===== src/rtl/wtc_pkg.sv =====
package wtc_pkg;

    typedef enum logic [1:0] {
        ST_IDLE  = 2'd0,
        ST_DRAIN = 2'd1,
        ST_FILL  = 2'd2
    } ctrl_state_e;

endpackage


===== src/rtl/wtc_ways.sv =====
module wtc_ways #(
    parameter int SETS   = 4,
    parameter int WORDS  = 4,
    parameter int TAG_W  = 10,
    parameter int DATA_W = 32,
    localparam int IDX_W  = $clog2(SETS),
    localparam int WOFF_W = $clog2(WORDS)
) (
    input  logic              clk,
    input  logic              rst_n,
    input  logic [IDX_W-1:0]  lk_idx,
    input  logic [TAG_W-1:0]  lk_tag,
    input  logic [WOFF_W-1:0] lk_word,
    output logic              hit,
    output logic              hit_way,
    output logic [DATA_W-1:0] rd_data,
    output logic              victim_way,
    input  logic              st_en,
    input  logic              st_way,
    input  logic [IDX_W-1:0]  st_idx,
    input  logic [WOFF_W-1:0] st_word,
    input  logic [DATA_W-1:0] st_data,
    input  logic              fl_en,
    input  logic              fl_way,
    input  logic [IDX_W-1:0]  fl_idx,
    input  logic [WOFF_W-1:0] fl_word,
    input  logic [TAG_W-1:0]  fl_tag,
    input  logic [DATA_W-1:0] fl_data,
    input  logic              fl_last,
    input  logic              touch_en,
    input  logic [IDX_W-1:0]  touch_idx,
    input  logic              touch_way
);

    localparam int NWAYS = 2;

    logic [NWAYS-1:0]             match;
    logic [NWAYS-1:0]             set_valid;
    logic [NWAYS-1:0][DATA_W-1:0] way_word;
    logic [SETS-1:0]              lru_q;   // per set: index of least recently used way

    for (genvar g = 0; g < NWAYS; g++) begin : g_way
        logic [SETS-1:0]   valid_q;
        logic [TAG_W-1:0]  tag_q  [SETS];
        logic [DATA_W-1:0] data_q [SETS*WORDS];
        logic              fl_mine;
        logic              st_mine;

        assign fl_mine = fl_en && (fl_way == 1'(g));
        assign st_mine = st_en && (st_way == 1'(g));

        always_ff @(posedge clk or negedge rst_n) begin
            if (!rst_n) begin
                valid_q <= '0;
            end else if (fl_mine) begin
                if (fl_last) begin
                    valid_q[fl_idx] <= 1'b1;
                end else if (fl_word == '0) begin
                    valid_q[fl_idx] <= 1'b0;
                end
            end
        end

        always_ff @(posedge clk) begin
            if (fl_mine && fl_last) begin
                tag_q[fl_idx] <= fl_tag;
            end
        end

        always_ff @(posedge clk) begin
            if (fl_mine) begin
                data_q[{fl_idx, fl_word}] <= fl_data;
            end else if (st_mine) begin
                data_q[{st_idx, st_word}] <= st_data;
            end
        end

        assign set_valid[g] = valid_q[lk_idx];
        assign match[g]     = valid_q[lk_idx] && (tag_q[lk_idx] == lk_tag);
        assign way_word[g]  = data_q[{lk_idx, lk_word}];
    end

    // Hit is the OR of the way matches; data is steered by the match lines.
    assign hit     = |match;
    assign hit_way = match[1];

    always_comb begin
        rd_data = '0;
        for (int w = 0; w < NWAYS; w++) begin
            rd_data = rd_data | ({DATA_W{match[w]}} & way_word[w]);
        end
    end

    always_comb begin
        if (!set_valid[0]) begin
            victim_way = 1'b0;
        end else if (!set_valid[1]) begin
            victim_way = 1'b1;
        end else begin
            victim_way = lru_q[lk_idx];
        end
    end

    always_ff @(posedge clk or negedge rst_n) begin
        if (!rst_n) begin
            lru_q <= '0;
        end else if (touch_en) begin
            lru_q[touch_idx] <= ~touch_way;
        end
    end

    // a block is never resident in both ways of its set
    a_r4_single_match: assert property (@(posedge clk) disable iff (!rst_n)
        $onehot0(match));

endmodule


===== src/rtl/wtc_wbuf.sv =====
module wtc_wbuf #(
    parameter int DEPTH = 4,
    parameter int W     = 46,
    localparam int PTR_W = (DEPTH > 1) ? $clog2(DEPTH) : 1,
    localparam int CNT_W = $clog2(DEPTH + 1)
) (
    input  logic         clk,
    input  logic         rst_n,
    input  logic         push,
    input  logic [W-1:0] push_data,
    input  logic         pop,
    output logic [W-1:0] head,
    output logic         full,
    output logic         empty
);

    localparam logic [PTR_W-1:0] LAST_PTR = PTR_W'(DEPTH - 1);
    localparam logic [CNT_W-1:0] FULL_CNT = CNT_W'(DEPTH);

    logic [W-1:0]     slot_q [DEPTH];
    logic [PTR_W-1:0] wr_ptr_q;
    logic [PTR_W-1:0] rd_ptr_q;
    logic [CNT_W-1:0] cnt_q;

    assign full  = (cnt_q == FULL_CNT);
    assign empty = (cnt_q == '0);
    assign head  = slot_q[rd_ptr_q];

    always_ff @(posedge clk) begin
        if (push) begin
            slot_q[wr_ptr_q] <= push_data;
        end
    end

    always_ff @(posedge clk or negedge rst_n) begin
        if (!rst_n) begin
            wr_ptr_q <= '0;
            rd_ptr_q <= '0;
            cnt_q    <= '0;
        end else begin
            if (push) begin
                wr_ptr_q <= (wr_ptr_q == LAST_PTR) ? '0 : wr_ptr_q + 1'b1;
            end
            if (pop) begin
                rd_ptr_q <= (rd_ptr_q == LAST_PTR) ? '0 : rd_ptr_q + 1'b1;
            end
            if (push && !pop) begin
                cnt_q <= cnt_q + 1'b1;
            end else if (pop && !push) begin
                cnt_q <= cnt_q - 1'b1;
            end
        end
    end

    // a store is never queued into a full buffer
    a_r9_push_not_full: assert property (@(posedge clk) disable iff (!rst_n)
        push |-> !full);

    // a memory write completion always has a queued store behind it
    a_r8_pop_not_empty: assert property (@(posedge clk) disable iff (!rst_n)
        pop |-> !empty);

endmodule


===== src/rtl/wtc_ctrl.sv =====
module wtc_ctrl
    import wtc_pkg::*;
#(
    parameter int WORDS = 4,
    localparam int WOFF_W = $clog2(WORDS)
) (
    input  logic              clk,
    input  logic              rst_n,
    input  logic              cpu_req,
    input  logic              cpu_we,
    input  logic              hit,
    input  logic              wb_full,
    input  logic              wb_empty,
    input  logic              mem_done,
    output logic              cpu_ready,
    output logic              wb_push,
    output logic              wb_pop,
    output logic              st_hit_en,
    output logic              hit_touch,
    output logic              miss_capture,
    output logic              in_fill,
    output logic              fill_en,
    output logic              fill_last,
    output logic [WOFF_W-1:0] fill_word
);

    localparam logic [WOFF_W-1:0] LAST_WORD = WOFF_W'(WORDS - 1);

    ctrl_state_e       state_q, state_d;
    logic [WOFF_W-1:0] word_q;
    logic              read_miss;

    assign read_miss = cpu_req && !cpu_we && !hit;

    // next-state logic
    always_comb begin
        state_d = state_q;
        unique case (state_q)
            ST_IDLE: begin
                if (read_miss) begin
                    state_d = wb_empty ? ST_FILL : ST_DRAIN;
                end
            end
            ST_DRAIN: begin
                if (wb_empty) begin
                    state_d = ST_FILL;
                end
            end
            ST_FILL: begin
                if (mem_done && (word_q == LAST_WORD)) begin
                    state_d = ST_IDLE;
                end
            end
            default: state_d = ST_IDLE;
        endcase
    end

    // state register and fill word counter
    always_ff @(posedge clk or negedge rst_n) begin
        if (!rst_n) begin
            state_q <= ST_IDLE;
            word_q  <= '0;
        end else begin
            state_q <= state_d;
            if ((state_q == ST_FILL) && mem_done) begin
                word_q <= (word_q == LAST_WORD) ? '0 : word_q + 1'b1;
            end
        end
    end

    // outputs
    always_comb begin
        cpu_ready    = 1'b0;
        wb_push      = 1'b0;
        st_hit_en    = 1'b0;
        hit_touch    = 1'b0;
        miss_capture = 1'b0;
        in_fill      = 1'b0;
        fill_en      = 1'b0;
        fill_last    = 1'b0;
        wb_pop       = 1'b0;
        unique case (state_q)
            ST_IDLE: begin
                if (cpu_req) begin
                    if (cpu_we) begin
                        cpu_ready = !wb_full;
                        wb_push   = !wb_full;
                        st_hit_en = !wb_full && hit;
                        hit_touch = !wb_full && hit;
                    end else begin
                        cpu_ready    = hit;
                        hit_touch    = hit;
                        miss_capture = !hit;
                    end
                end
                wb_pop = mem_done && !wb_empty;
            end
            ST_DRAIN: begin
                wb_pop = mem_done && !wb_empty;
            end
            ST_FILL: begin
                in_fill   = 1'b1;
                fill_en   = mem_done;
                fill_last = mem_done && (word_q == LAST_WORD);
            end
            default: ;
        endcase
    end

    assign fill_word = word_q;

endmodule


===== src/rtl/wt_cache.sv =====
module wt_cache #(
    parameter int ADDR_W   = 16,
    parameter int DATA_W   = 32,
    parameter int SETS     = 4,
    parameter int WORDS    = 4,
    parameter int WB_DEPTH = 4
) (
    input  logic              clk,
    input  logic              rst_n,
    input  logic              cpu_req,
    input  logic              cpu_we,
    input  logic [ADDR_W-1:0] cpu_addr,
    input  logic [DATA_W-1:0] cpu_wdata,
    output logic              cpu_ready,
    output logic [DATA_W-1:0] cpu_rdata,
    output logic              mem_req,
    output logic              mem_we,
    output logic [ADDR_W-1:0] mem_addr,
    output logic [DATA_W-1:0] mem_wdata,
    input  logic [DATA_W-1:0] mem_rdata,
    input  logic              mem_done
);

    localparam int BYTE_W  = $clog2(DATA_W / 8);
    localparam int WOFF_W  = $clog2(WORDS);
    localparam int IDX_W   = $clog2(SETS);
    localparam int TAG_W   = ADDR_W - IDX_W - WOFF_W - BYTE_W;
    localparam int WADDR_W = ADDR_W - BYTE_W;
    localparam int ENTRY_W = WADDR_W + DATA_W;

    // address fields of the processor request
    logic [TAG_W-1:0]  cpu_tag;
    logic [IDX_W-1:0]  cpu_idx;
    logic [WOFF_W-1:0] cpu_word;

    assign cpu_tag  = cpu_addr[ADDR_W-1 -: TAG_W];
    assign cpu_idx  = cpu_addr[BYTE_W+WOFF_W +: IDX_W];
    assign cpu_word = cpu_addr[BYTE_W +: WOFF_W];

    logic              hit, hit_way, victim_way;
    logic              wb_push, wb_pop, wb_full, wb_empty;
    logic              st_hit_en, hit_touch, miss_capture;
    logic              in_fill, fill_en, fill_last;
    logic [WOFF_W-1:0] fill_word;
    logic [ENTRY_W-1:0] wb_head;

    // block fetch target, captured when the miss is seen
    logic [TAG_W-1:0] fill_tag_q;
    logic [IDX_W-1:0] fill_idx_q;
    logic             fill_way_q;

    always_ff @(posedge clk or negedge rst_n) begin
        if (!rst_n) begin
            fill_tag_q <= '0;
            fill_idx_q <= '0;
            fill_way_q <= 1'b0;
        end else if (miss_capture) begin
            fill_tag_q <= cpu_tag;
            fill_idx_q <= cpu_idx;
            fill_way_q <= victim_way;
        end
    end

    wtc_ctrl #(
        .WORDS (WORDS)
    ) u_ctrl (
        .clk          (clk),
        .rst_n        (rst_n),
        .cpu_req      (cpu_req),
        .cpu_we       (cpu_we),
        .hit          (hit),
        .wb_full      (wb_full),
        .wb_empty     (wb_empty),
        .mem_done     (mem_done),
        .cpu_ready    (cpu_ready),
        .wb_push      (wb_push),
        .wb_pop       (wb_pop),
        .st_hit_en    (st_hit_en),
        .hit_touch    (hit_touch),
        .miss_capture (miss_capture),
        .in_fill      (in_fill),
        .fill_en      (fill_en),
        .fill_last    (fill_last),
        .fill_word    (fill_word)
    );

    wtc_ways #(
        .SETS   (SETS),
        .WORDS  (WORDS),
        .TAG_W  (TAG_W),
        .DATA_W (DATA_W)
    ) u_ways (
        .clk        (clk),
        .rst_n      (rst_n),
        .lk_idx     (cpu_idx),
        .lk_tag     (cpu_tag),
        .lk_word    (cpu_word),
        .hit        (hit),
        .hit_way    (hit_way),
        .rd_data    (cpu_rdata),
        .victim_way (victim_way),
        .st_en      (st_hit_en),
        .st_way     (hit_way),
        .st_idx     (cpu_idx),
        .st_word    (cpu_word),
        .st_data    (cpu_wdata),
        .fl_en      (fill_en),
        .fl_way     (fill_way_q),
        .fl_idx     (fill_idx_q),
        .fl_word    (fill_word),
        .fl_tag     (fill_tag_q),
        .fl_data    (mem_rdata),
        .fl_last    (fill_last),
        .touch_en   (hit_touch || fill_last),
        .touch_idx  (in_fill ? fill_idx_q : cpu_idx),
        .touch_way  (in_fill ? fill_way_q : hit_way)
    );

    wtc_wbuf #(
        .DEPTH (WB_DEPTH),
        .W     (ENTRY_W)
    ) u_wbuf (
        .clk       (clk),
        .rst_n     (rst_n),
        .push      (wb_push),
        .push_data ({cpu_addr[ADDR_W-1:BYTE_W], cpu_wdata}),
        .pop       (wb_pop),
        .head      (wb_head),
        .full      (wb_full),
        .empty     (wb_empty)
    );

    // memory port: block fetch owns it in ST_FILL, the store queue otherwise
    always_comb begin
        mem_wdata = wb_head[DATA_W-1:0];
        if (in_fill) begin
            mem_req  = 1'b1;
            mem_we   = 1'b0;
            mem_addr = {fill_tag_q, fill_idx_q, fill_word, {BYTE_W{1'b0}}};
        end else begin
            mem_req  = !wb_empty;
            mem_we   = 1'b1;
            mem_addr = {wb_head[ENTRY_W-1:DATA_W], {BYTE_W{1'b0}}};
        end
    end

    // processor addresses are word aligned
    a_r2_word_aligned: assert property (@(posedge clk) disable iff (!rst_n)
        cpu_req |-> (cpu_addr[BYTE_W-1:0] == '0));

    // a load is only accepted when the way compare found it
    a_r2_read_ready_hit: assert property (@(posedge clk) disable iff (!rst_n)
        (cpu_req && !cpu_we && cpu_ready) |-> hit);

    // an accepted store is held in the queue on the next cycle
    a_r8_store_queued: assert property (@(posedge clk) disable iff (!rst_n)
        (cpu_req && cpu_we && cpu_ready) |=> !wb_empty);

    // a block fetch read is only issued with the store queue empty
    a_r10_fill_after_drain: assert property (@(posedge clk) disable iff (!rst_n)
        (mem_req && !mem_we) |-> wb_empty);

    // a pending memory command is held until done
    a_r12_cmd_hold: assert property (@(posedge clk) disable iff (!rst_n)
        (mem_req && !mem_done) |=> (mem_req && $stable(mem_we) && $stable(mem_addr)
                                    && (!mem_we || $stable(mem_wdata))));

endmodule


===== config.mk =====
export PLATFORM = sky130hd
export DESIGN_NAME = wt_cache
export DESIGN_NICKNAME = d
export VERILOG_FILES = /design/src/rtl/wtc_pkg.sv /design/src/rtl/wtc_ways.sv /design/src/rtl/wtc_wbuf.sv /design/src/rtl/wtc_ctrl.sv /design/src/rtl/wt_cache.sv
export SDC_FILE = /design/constraint.sdc
export NUM_CORES = 1
export LEC_CHECK = 0
export BUFFER_PORTS_ARGS = -buffer_cell sky130_fd_sc_hd__buf_4
export CAP_MARGIN = 20
export CORE_ASPECT_RATIO = 0.8
export CORE_MARGIN = 1.5
export CORE_UTILIZATION = 40
export CTS_BUF_LIST = sky130_fd_sc_hd__clkbuf_2
export CTS_CLUSTER_SIZE = 30
export DETAILED_ROUTE_END_ITERATION = 10
export PLACE_DENSITY_LB_ADDON = 0.3
export SYNTH_ARGS = -nofsm -noshare
export SYNTH_HDL_FRONTEND = slang
export SYNTH_SLANG_ARGS = --single-unit

===== constraint.sdc =====
create_clock -name clk -period 5.5 [get_ports clk]
set_clock_uncertainty 0.15 [all_clocks]
set_input_delay 0 -clock clk [delete_from_list [all_inputs] [get_ports clk]]
set_output_delay 0 -clock clk [all_outputs]
set_load 0.01 [all_outputs]

# Word level (Yosys, flattened, before mapping)
# Memory sizes are Yosys's and may differ from the RTL's.
# Cells that the tools add are included.
totals:
  mem_count: 5
  input_bits: 85
  word_cells: 158
  latchBits: 0
  ram_bits: 1288
  reg_bits: 36
  romBits: 0
  out_inout_bits: 83
mem_list:
  columns: ["memory", "depth", "width", "rd", "rd_ports_with_merged_regs", "write_ports", "line_no", "source"]
  rows:
  - ["u_ways.g_way[0].data_q", 16, 32, 1, 0, 1, "wtc_ways.sv:45", "logic [DATA_W-1:0] data_q [SETS*WORDS];"]
  - ["u_ways.g_way[1].data_q", 16, 32, 1, 0, 1, "wtc_ways.sv:45", null]
  - ["u_wbuf.slot_q", 4, 46, 1, 0, 1, "wtc_wbuf.sv:20", "logic [W-1:0] slot_q [DEPTH];"]
  - ["u_ways.g_way[0].tag_q", 4, 10, 1, 0, 1, "wtc_ways.sv:44", "logic [TAG_W-1:0] tag_q [SETS];"]
  - ["u_ways.g_way[1].tag_q", 4, 10, 1, 0, 1, "wtc_ways.sv:44", null]
op_classes:
  eq_ne: 11
  n_bitwise: 11
  n_lt_le_gt_ge: 5
  div_mod_pow: 0
  n_addsub: 5
  reduce_logical: 37
  mul: 0
  shift: 0
  n_mux: 73
ops:
  columns: ["op", "n"]
  rows:
  - ["AND 32 bit", 2]
  - ["2-to-1 mux 32 bit", 2]
  - ["OR reduction 32 bit", 2]
  - ["2-to-1 mux 1 bit", 47]
  - ["bitwise OR 32 bit", 1]
  - ["2-to-1 mux 4 bit", 6]
  - ["equality test 10 bit", 2]
  - ["logical AND 1 bit", 18]
  - ["2-to-1 mux 16 bit", 1]
  - ["2-to-1 mux 2 bit", 8]
  - ["less-than comparator 2 x 3 -> 1 bit, second input constant", 3]
  - ["AND 4 bit", 2]
  - ["equality test 2 bit, second input constant", 4]
  - ["bitwise OR 4 bit", 2]
  - ["adder 2 x 1 -> 2 bit, second input constant", 3]
  - ["binary-select mux 1 bit (select 2 bit)", 3]
  - ["zero test 1 bit", 6]
  - ["2-to-1 mux 3 bit", 2]
  - ["one-hot mux 2 bit (3 select lines)", 1]
  - ["bitwise mux 4 bit", 1]
  - ["demux 1 bit (select 2 bit)", 2]
  - [">= comparator 2 x 1 -> 1 bit, second input constant", 2]
  - ["zero test 2 bit", 2]
  - ["inequality test 2 x 1 -> 1 bit, second input constant", 2]
  - ["other kinds (13)", 18]

# Depth between registers and ports, before layout
logic_depth:
  word_depth: 14
  mapped_depth: 11
  mapped_depth_nobuf: 9

# By module
# From an unflattened synthesis, not the netlist that was laid out.
unflattened:
  hier_cells: 2453
  area_unflattened_um2: 51902.3
by_module_without_submodules:
  columns: ["mod", "instances", "area_per_inst_um2", "cells_per_inst"]
  rows:
  - ["wtc_ways", 1, 43805.8, 2096]
  - ["wtc_wbuf", 1, 7045.5, 277]
  - ["wt_cache", 1, 767.0, 52]
  - ["wtc_ctrl", 1, 284.0, 28]

# Least setup slack after synthesis
# Ideal clock, no wire load.
synth_path:
  kind: "reg2reg"
  from: "mem u_ways.g_way[0].tag_q[3][5]"
  to: "mem u_ways.g_way[0].data_q[2][0] (enable)"
  n_path_buf: 1
  path_stages_with_launch: 8
  arrival_ns: 5.197
  slack_ns: -0.358
  period_less_slack_ns: 5.858
  cell_sequence: "edfxtp_1 -> mux4_2 -> xnor2_1 -> nand4_1 -> a2111o_1 -> buf_2 -> nand3b_1 -> o41ai_1"
synth_between:
  elab_chain_len: 14
  elab_cells_between_ends: 15
  classes_between: "1 x eq/ne; 8 x mux; 5 x reduce/logical; 1 x memory"
synth_rtl:
  columns: ["element", "line_no", "source"]
  rows:
  - ["from (decl)", "wtc_ways.sv:44", null]
  - ["memory (4 x 10 bit) *", null, null]
  - ["equality test 10 bit *", "wtc_ways.sv:79", "assign match[g] = valid_q[lk_idx] && (tag_q[lk_idx] == lk_tag);"]
  - ["logical AND 1 bit *", "wtc_ways.sv:79", null]
  - ["OR reduction 2 bit *", "wtc_ways.sv:84", "assign hit = |match;"]
  - ["logical AND 1 bit *", "wtc_ctrl.sv:88", "st_hit_en = !wb_full && hit;"]
  - ["2-to-1 mux 1 bit *", "wtc_ctrl.sv:85", "if (cpu_we) begin"]
  - ["2-to-1 mux 1 bit *", "wtc_ctrl.sv:84", "if (cpu_req) begin"]
  - ["2-to-1 mux 1 bit *", "wtc_ctrl.sv:82", "unique case (state_q)"]
  - ["logical AND 1 bit *", "wtc_ways.sv:50", "assign st_mine = st_en && (st_way == 1'(g));"]
  - ["2-to-1 mux 1 bit *", "wtc_ways.sv:73", "end else if (st_mine) begin"]
  - ["2-to-1 mux 1 bit *", "wtc_ways.sv:71", "if (fl_mine) begin"]
  - ["2-to-1 mux 1 bit (implied by the code) *", "wtc_ways.sv:74", "data_q[{st_idx, st_word}] <= st_data;"]
  - ["OR reduction 32 bit (no source line)", null, null]
  - ["2-to-1 mux 4 bit (no source line) or 2-to-1 mux 1 bit (tied branches)", null, null]
  - ["to (decl)", "wtc_ways.sv:45", null]
# Mark *: on every way between the ends. The rest lies on a longest branch, timed or not.

# Worst setup path after layout
layout_path:
  from: "mem u_ways.g_way[0].tag_q[0][5]"
  to: "out cpu_rdata[5]"
layout_between:
  elab_chain_len: 5
layout_rtl:
  columns: ["element", "line_no", "source"]
  rows:
  - ["memory (4 x 10 bit)", null, null]
  - ["equality test 10 bit", "wtc_ways.sv:79", null]
  - ["logical AND 1 bit", "wtc_ways.sv:79", null]
  - ["AND 32 bit", "wtc_ways.sv:90", "rd_data = rd_data | ({DATA_W{match[w]}} & way_word[w]);"]
  - ["bitwise OR 32 bit", "wtc_ways.sv:90", null]
  - ["to (decl)", "wt_cache.sv:15", "output logic [DATA_W-1:0] cpu_rdata,"]
# No other way between the ends.

==> flow_summary.ini <==
[place]
pre_cts_ws_ns = 1.14
numPortBuffers = 163
placed_cell_area_mm2 = 0.0561
dp_cells = 4121
place_congestion = 0.791
place_hpwl_um = 73300

[die]
row_count = 118
chipWidth_um = 406
io_pins = 168
start_util_pct = 40.2
coreArea_mm2 = 0.129
fp.dieArea_mm2 = 0.132
die_y_um = 325

[final_layout]
stdcell_count = 4917
syn2layout_area_growth_pct = 18.3
final_layout_size_suffix_gt1_share_pct = 37.6
fin_area_mm2 = 0.0615
seqCellArea_mm2 = 0.0396
multi_input_area_mm2 = 0.0122
fillers = 10700
finalNetCount = 3069

[setup_path]
start_kind = register
crit_type = register to primary output
crit_arrival_ns = 4.53
cpMostUsedCell = buf_4
crit_required_ns = 5.35
endpoint_kind = primary output
crit_family = compound AO/OA/AOI/OAI gates
critPathMaxStageDelay_ns = 0.52
critPathBufInv = 2
cpMaxStageDelayCell = a2111o_2
crit_fanout = 26
path_cells = mux4_2, xnor2_1, nand4_1, a2111o_2, buf_4, o22ai_1, buf_4

[run_status]
status = completed

[timing]
hold_viol_final = 0
tightest_slew_ns = 1.10
tns_ns = 0
min_period_ns = 4.68
setup_viol = 0
fin_crit_sh_pct = 85.0
rsz0062_at_grt = false
max_slew_margin_pct = 26.4
max_freq_mhz = 214
fin_hold_ws_ns = 0.0578
finalMaxSlewViolations = 0
worst_slack_ns = 0.822

[routing]
route.met3.wl_um = 10300
vias_per_cell = 5.46
drt-pass1-iter-count = 7
drc_errors = 0
dr_wl_met2_um = 62900
wl_per_cell_um = 26.7
drt_wl_total_um = 131000
m1WireLength_um = 55600
via_count = 26800
drt_iter0_drc = 2805
routed.top_layer = met4
antenna_left = 0

[grt]
gr-usage-all-layers_pct = 20.0
grt_max_degree = 150
antenna_found_initial = 8
overflow = 0
grt_pass1_wl_um = 190000
grt_pass1_vias = 28300

[synth]
synth_edf_count = 1288
syn-mean-instance-area_um2 = 22.9
synth_most_common_cell = edfxtp_1
seq_area_frac_synth_pct = 76.2
synth_area_leader_cell = edfxtp_1
ys_types = 58
synthFlopType = edfxtp_1
synth_seq_cells = 1324
synth_warnings = 0
netlist_area_mm2 = 0.0519
synthTopCellsByArea = edfxtp_1 74%, mux4_2 17%, dfrtp_1 1.7%, mux2_4 0.81%, mux2_1 0.74%
synthArstFlopShare_pct = 2.72
synth_cells = 2266
synthTopCellsByCount = 1288 x edfxtp_1, 385 x mux4_2, 79 x nand2_1
synthDominantCellAreaShare_pct = 74.5

[clocking]
ctsHtreeMaxLevel = 5
path_clk_slew_ns = 0.12
cts_resized = 0
cts_sinks = 1324
clock_path_buffers = 4
root_buffer = clkbuf_2
cts_tree = done
clk_latency_ns = 1.56
cts_setup_buffers = 0
numCtsBuffers = 321

[run]
max_cap_viol_count = 0

[power_and_ir_drop]
p_per_area_mw_per_mm2 = 331
ir_drop_uv = 200
leakage_nw = 20.3

[hold_path]
hold_class = primary input to register
cells by family after synthesis:
family                     count (synthesis)  share of synthesized area [%]
muxes                                    474                           18.8
other                                      1                        0.00722
adders and majority gates                  9                          0.231
buffers and inverters                    161                           1.28
AOI/OAI and AO/OA                        110                           1.61
xor gates and xnor gates                  27                          0.455
DFF                                     1324                           76.2
and+or+nand+nor                          160                           1.42
registers in the layout, summed over array words and instances, names as in the netlist, 2 cells and up, named ones only:
name and flops:
u_wbuf.cnt_q 3, u_ways.g_way.tag_q 80, u_wbuf.rd_ptr_q 2, u_ctrl.fill_word 2, u_ctrl.state_q 2, u_wbuf.wr_ptr_q 2, u_ways.lru_q 4, fill_idx_q 2
u_ways.g_way.data_q 1024, u_wbuf.slot_q 184, fill_tag_q 10
worst min-delay path: stages:
cell,delay (ns)
dlygate4sd3_1,0.54
dlygate4sd3_1,0.58
buf_6,0.32
through the flow:
stage	total power [mW]	utilization [%]
global placement	14.3	43.4
CTS	20.6	47.6
global route	21.3	47.6
detailed placement	14.4	43.5
finish	20.3	47.6
floorplan	13.3	-
final timing paths:
check                                                      start                                       to  slack (ns)  depth (start not counted)
max                        u_ways.g_way[0].tag_q[0][5]$_DFFE_PP_                             cpu_rdata[5]        0.82                          7
min reg2reg                                             register                                 register        0.34                          1
min                                                  cpu_addr[5]           u_wbuf.slot_q[0][35]$_DFFE_PP_        0.06                          3
max reg2reg                u_ways.g_way[1].tag_q[1][8]$_DFFE_PP_  u_ways.g_way[1].data_q[3][26]$_DFFE_PP_        0.87                          9
min in group asynchronous                                  rst_n                fill_tag_q[9]$_DFFE_PN0P_        0.49                          6
max in group asynchronous                                  rst_n                fill_tag_q[0]$_DFFE_PN0P_        4.43                          6
cell type report:
class	instances	area share [%]
clock inverters	58	0.460
well taps	1740	3.54
clock buffers	460	3.75
multi-input cells	782	19.8
diodes	7	0.0285
repair buffers	501	7.71
flip-flops and latches	1324	64.4
inverters	45	0.275
per-layer routing:
metal / GRT usage [%] / up-vias
met2: 31.2 / 1200
met4: 6.47 / 0
met1: 28.3 / 14300
met5: 0 / -
met3: 4.21 / 186
li1: - / 11200
what timing repair did:
item,4_1_cts,5_1_grt
hold buffers,273,0
endpoints found under the hold margin,2568,0
endpoints found under the setup margin,0,14
placed cells by master, fill, tap and decap left out, types with 16 or more instances in the layout:
master / n
buf_12: 22
buf_4: 203
clkbuf_2: 460
clkinv_1: 42
dfrtp_1: 34
dlygate4sd3_1: 270
edfxtp_1: 1288
inv_1: 45
mux2_1: 34
mux2_2: 18
mux2_4: 28
mux4_2: 385
nand2_1: 79
nand3_1: 16
nor2_1: 25
o21ai_0: 16
xnor2_1: 17
report_power, final:
group / internal (mW) / total [mW] / leakage [nW] / switching, mW
sequential: 11.4 / 11.7 / 12.0 / 0.332
clock: 2.29 / 6.01 / 2.06 / 3.72
combinational: 1.26 / 2.58 / 6.26 / 1.32
total: 15.0 / 20.3 / 20.3 / 5.37
No activity file was read; power rests on OpenSTA's default activity.
